$ cat src/rtl/lckdiv_pkg.sv
package lckdiv_pkg;

    function automatic int gcd_f(input int a, input int b);
        int x;
        int y;
        int t;
        x = a;
        y = b;
        while (y != 0) begin
            t = x % y;
            x = y;
            y = t;
        end
        return x;
    endfunction

    function automatic int lcm_f(input int a, input int b);
        return (a / gcd_f(a, b)) * b;
    endfunction

endpackage

$ cat src/rtl/lckdiv_en_capture.sv
// Enable capture flop, clocked on the falling edge of the input clock.
module lckdiv_en_capture (
    input  logic clk_i,
    input  logic rst_i,
    input  logic en_i,
    output logic en_q_o
);
    logic en_d;
    logic en_q;

    always_comb begin
        en_d = en_i;
    end

    always_ff @(negedge clk_i or posedge rst_i) begin
        if (rst_i) en_q <= 1'b0;
        else       en_q <= en_d;
    end

    assign en_q_o = en_q;
endmodule

$ cat src/rtl/lckdiv_phase_ctrl.sv
// Shared frame counter, run flag and per-frame select latches.
module lckdiv_phase_ctrl #(
    parameter int FRAME = 12,
    parameter int CW    = 4
) (
    input  logic          clk_i,
    input  logic          rst_i,
    input  logic          en_q_i,
    input  logic          sel_a_i,
    input  logic          sel_b_i,
    output logic          run_d_o,
    output logic [CW-1:0] cnt_d_o,
    output logic          sa_d_o,
    output logic          sb_d_o,
    output logic          run_q_o,
    output logic [CW-1:0] cnt_q_o,
    output logic          sa_q_o
);
    localparam logic [CW-1:0] LAST = CW'(FRAME - 1);

    typedef struct packed {
        logic          run;
        logic [CW-1:0] cnt;
        logic          sa;
        logic          sb;
    } st_t;

    st_t st_d;
    st_t st_q;

    always_comb begin
        st_d = st_q;
        // A count at or past LAST (including an unreachable power-up value) wraps to the frame start.
        if (!st_q.run || (st_q.cnt >= LAST)) begin
            st_d.cnt = '0;
            st_d.run = en_q_i;
            if (en_q_i) begin
                st_d.sa = sel_a_i;
                st_d.sb = sel_b_i;
            end
        end else begin
            st_d.cnt = st_q.cnt + CW'(1);
        end
    end

    always_ff @(posedge clk_i or posedge rst_i) begin
        if (rst_i) st_q <= '0;
        else       st_q <= st_d;
    end

    assign run_d_o = st_d.run;
    assign cnt_d_o = st_d.cnt;
    assign sa_d_o  = st_d.sa;
    assign sb_d_o  = st_d.sb;
    assign run_q_o = st_q.run;
    assign cnt_q_o = st_q.cnt;
    assign sa_q_o  = st_q.sa;
endmodule

$ cat src/rtl/lckdiv_wave_bank.sv
// One output bank: decodes the next frame position into a registered 50% clock.
module lckdiv_wave_bank #(
    parameter int LO = 2,
    parameter int HI = 4,
    parameter int CW = 4
) (
    input  logic          clk_i,
    input  logic          rst_i,
    input  logic          run_d_i,
    input  logic [CW-1:0] cnt_d_i,
    input  logic          sel_d_i,
    output logic          clk_o
);
    logic lo_hi_half;
    logic hi_hi_half;
    logic out_d;
    logic out_q;

    always_comb begin
        lo_hi_half = (int'(cnt_d_i) % LO) < (LO / 2);
        hi_hi_half = (int'(cnt_d_i) % HI) < (HI / 2);
        out_d      = run_d_i && (sel_d_i ? hi_hi_half : lo_hi_half);
    end

    always_ff @(posedge clk_i or posedge rst_i) begin
        if (rst_i) out_q <= 1'b0;
        else       out_q <= out_d;
    end

    assign clk_o = out_q;
endmodule

$ cat src/rtl/lockstep_clk_divider.sv
module lockstep_clk_divider #(
    parameter int A_LO = 2,
    parameter int A_HI = 4,
    parameter int B_LO = 4,
    parameter int B_HI = 6
) (
    input  logic clk_i,
    input  logic mrst_i,
    input  logic en_i,
    input  logic sel_a_i,
    input  logic sel_b_i,
    output logic clk_a_o,
    output logic clk_b_o
);
    import lckdiv_pkg::*;

    localparam int FRAME = lcm_f(lcm_f(lcm_f(A_LO, A_HI), B_LO), B_HI);
    localparam int CW    = (FRAME > 1) ? $clog2(FRAME) : 1;

    logic          en_q;
    logic          run_d;
    logic [CW-1:0] cnt_d;
    logic          sa_d;
    logic          sb_d;
    logic          run_q;
    logic [CW-1:0] cnt_q;
    logic          sel_a_q;

    lckdiv_en_capture u_en (
        .clk_i  (clk_i),
        .rst_i  (mrst_i),
        .en_i   (en_i),
        .en_q_o (en_q)
    );

    lckdiv_phase_ctrl #(.FRAME(FRAME), .CW(CW)) u_phase (
        .clk_i   (clk_i),
        .rst_i   (mrst_i),
        .en_q_i  (en_q),
        .sel_a_i (sel_a_i),
        .sel_b_i (sel_b_i),
        .run_d_o (run_d),
        .cnt_d_o (cnt_d),
        .sa_d_o  (sa_d),
        .sb_d_o  (sb_d),
        .run_q_o (run_q),
        .cnt_q_o (cnt_q),
        .sa_q_o  (sel_a_q)
    );

    lckdiv_wave_bank #(.LO(A_LO), .HI(A_HI), .CW(CW)) u_bank_a (
        .clk_i   (clk_i),
        .rst_i   (mrst_i),
        .run_d_i (run_d),
        .cnt_d_i (cnt_d),
        .sel_d_i (sa_d),
        .clk_o   (clk_a_o)
    );

    lckdiv_wave_bank #(.LO(B_LO), .HI(B_HI), .CW(CW)) u_bank_b (
        .clk_i   (clk_i),
        .rst_i   (mrst_i),
        .run_d_i (run_d),
        .cnt_d_i (cnt_d),
        .sel_d_i (sb_d),
        .clk_o   (clk_b_o)
    );
endmodule

$ cat config.mk
export PLATFORM = sky130hd
export DESIGN_NAME = lockstep_clk_divider
export DESIGN_NICKNAME = d
export VERILOG_FILES = /design/src/rtl/lckdiv_pkg.sv /design/src/rtl/lckdiv_en_capture.sv /design/src/rtl/lckdiv_phase_ctrl.sv /design/src/rtl/lckdiv_wave_bank.sv /design/src/rtl/lockstep_clk_divider.sv
export SDC_FILE = /design/constraint.sdc
export NUM_CORES = 1
export LEC_CHECK = 0
export ABC_AREA = 1
export CAP_MARGIN = 10
export CORE_MARGIN = 1
export CORE_UTILIZATION = 30
export DETAILED_ROUTE_END_ITERATION = 12
export GPL_ROUTABILITY_DRIVEN = 0
export SLEW_MARGIN = 20
export SYNTH_ARGS = -nofsm -noshare
export SYNTH_HDL_FRONTEND = slang
export SYNTH_HIERARCHICAL = 1
export SYNTH_SLANG_ARGS = --single-unit
$ cat constraint.sdc
create_clock -name clk_i -period 2.1 [get_ports clk_i]
set_clock_uncertainty 0.15 [all_clocks]
set_input_delay 0.42 -clock clk_i [delete_from_list [all_inputs] [get_ports clk_i]]
set_output_delay 0.42 -clock clk_i [all_outputs]
set_load 0.02 [all_outputs]
==> key figures, run 1 <==
Setup path
  • Data required time of the critical path: around 2200 ps
  • Critical path startpoint category: flip-flop
  • R2R depth: 7
  • Worst R2R Start: u_en/en_q_o
  • Crit-path max FO: 3
  • Worst setup path category: flip-flop to flip-flop
  • R2r setup slk: -130 ps
  • Worst Path Arrival: between 2000 and 2500 ps
  • Worst flop-to-flop path endpoint: u_bank_b/clk_o
  • Crit. End Element: flip-flop

Pwr
  • P per Cell Area: around 1700 nW/um2
  • Leakage: 0.4365 nW
  • Total Power: roughly 1.4 mW
  • Maximum VDD drop: around 0.0009 V

Global route
  • Pin count of the biggest net entering global routing: 8
  • First-pass GRT wire length: 1987 um
  • Antenna violations before repair: 0
  • GRT overflow: 0
  • GRT Total Usage: 0.1391
  • Vias in the first global route: 499

Clock network
  • CTS Hold Buffers Added: 0
  • CTS tree: built
  • Clock buffer depth: 2
  • Clk_lat worst skew: 270 ps
  • H-tree lvl count: 1
  • Worst-path clk slew: 70 ps
  • Clk sink count: 10
  • TritonCTS buffer count: 3
  • CTS root buf: clkbuf_4

Floorplanning
  • Die ar.: ~2000 um2
  • Initial Utilization: 0.3232
  • Row cnt: 15
  • Chip Height: about 45 um
  • Die Width: 45.13 um
  • # IOs: 7
  • Core Footprint: approximately 1700 um2

Detailed routing
  • # DRC: 0
  • Pre-antenna DRT Iters: 2
  • Vias: about 500
  • DR vias/cell: between 4 and 5
  • DRT iter0 DRCs: 5
  • WL per Instance: ~8.7 um
  • Wirelength, routed: approximately 1000 um
  • ANT nets after route: 0

Min path
  • Hold crit path type: primary input to async pin

Placed design
  • Port bufs: 6
  • Setup WS pre-CTS: -123.6 ps
  • DP HPWL: approximately 890 um
  • Number of instances in the placed design: 115

STA
  • Setup violators final: 3
  • Max Slew Vio Count: 0
  • Fin worst setup slack: -131.8 ps
  • Worst slew pin tran: roughly 250 ps
  • Final hold vios: 0
  • Rel. slew slack: 0.8301
  • Hold slack: 222.0 ps
  • RSZ-0062 raised after global routing: yes

Job
  • Maxcap violations: 0

Synth
  • Syn. warnings: 6
  • Synth Cell Area: roughly 560 um2
  • Avg Cell Area, Syn: approximately 7.6 um2
  • Mapped Nets: 81
  • Post-Synthesis Cells: 73

Final layout
  • Nets@finish: 104
  • Share of cells above drive strength 1: 0.3263
  • Synth-to-layout area growth: 43.05%
  • ANT cells: 0
  • Non-Filler Instances: 120
  • Core Util, Final: 0.4623

Run status
  • Outcome: finished, violations left
  • Failing checks: negative setup slack
-- placed cells by master, fill, tap and decap left out, types with 2 or more instances in the layout --
master,count
nand2_1,22
ha_1,3
o21ai_2,2
clkbuf_4,3
buf_4,13
inv_2,2
nand3_1,4
nand2_2,4
nor2_1,6
inv_1,10
clkdlybuf4s50_1,6
dfrtp_1,9
-- worst max-delay path, cell delays in order (launching register included) --
cell,delay (ps)
dfrtn_1,440
inv_2,60
nand2_1,50
nand2_1,40
nand2_1,70
nand2_2,80
o21a_1,120
a21oi_2,100
-- timing repair --
action / 4_1_cts / 5_1_grt
buffers inserted: 0 / 1
resized for setup: 4 / 2
pin swaps: 2 / 4
setup endpoints to repair: 3 / 5
-- state kept, by name, indices dropped and copies added (netlist names) --
register,count
u_phase/sa_q_o,1
u_bank_b/clk_o,1
u_en/en_q_o,1
u_phase/st_q,1
u_phase/cnt_q_o,4
u_phase/run_q_o,1
u_bank_a/clk_o,1
-- stage by stage --
stage          setup TNS [ps]  instance area, um2
2_1_floorplan          -54.79               558.0
3_3_place_gp           -242.5               735.7
3_5_place_dp           -290.9               735.7
4_1_cts                -189.0               783.3
5_1_grt                -598.2               798.3
6_report               -282.6               798.3
-- where the power goes --
group          total, mW  leakage, nW  switching [mW]  internal [mW]
sequential         0.319        0.119          0.0435          0.276
clock              0.169       0.0210          0.0640          0.105
combinational      0.900        0.297           0.468          0.432
-- worst max-delay path by stage --
stage                 from        endpoint  cells after the start
5_1_grt        u_en/en_q_o  u_bank_a/clk_o                      8
6_report       u_en/en_q_o  u_bank_b/clk_o                      7
3_3_place_gp   u_en/en_q_o  u_bank_b/clk_o                      7
4_1_cts        u_en/en_q_o  u_bank_b/clk_o                      7
3_5_place_dp   u_en/en_q_o  u_bank_b/clk_o                      7
2_1_floorplan  u_en/en_q_o  u_bank_b/clk_o                      7
-- layer usage --
layer  wire length, um  global-route usage
met3                10             0.02400
met4                19             0.09091
met2               502              0.2058
met5                 0                   0
met1               516              0.1859
-- area by class of cell --
cell class | count | area (um2)
clock buffers | 4 | 36.28
fillers | 184 | 928.4
inverters | 12 | 45.04
multi-input cells | 50 | 277.8
flip-flops and latches | 10 | 250.2
well taps | 25 | 31.28
repair buffers | 19 | 157.7
(Power assumes the default switching activity.)
==> run 2, diff against run 1 <==
==> constraint.sdc (replaced) <==
create_clock -name clk_i -period 2.1 [get_ports clk_i]
set_clock_uncertainty 0.15 [all_clocks]
set_input_delay 0.315 -clock clk_i [delete_from_list [all_inputs] [get_ports clk_i]]
set_output_delay 0.315 -clock clk_i [all_outputs]
set_load 0.02 [all_outputs]
==> results of run 2 <==
Same layout as run 1 (identical final DEF). Status: finished, violations left: negative setup slack.
Among the figures that moved: hold slack 222.0 ps -> 117.0 ps
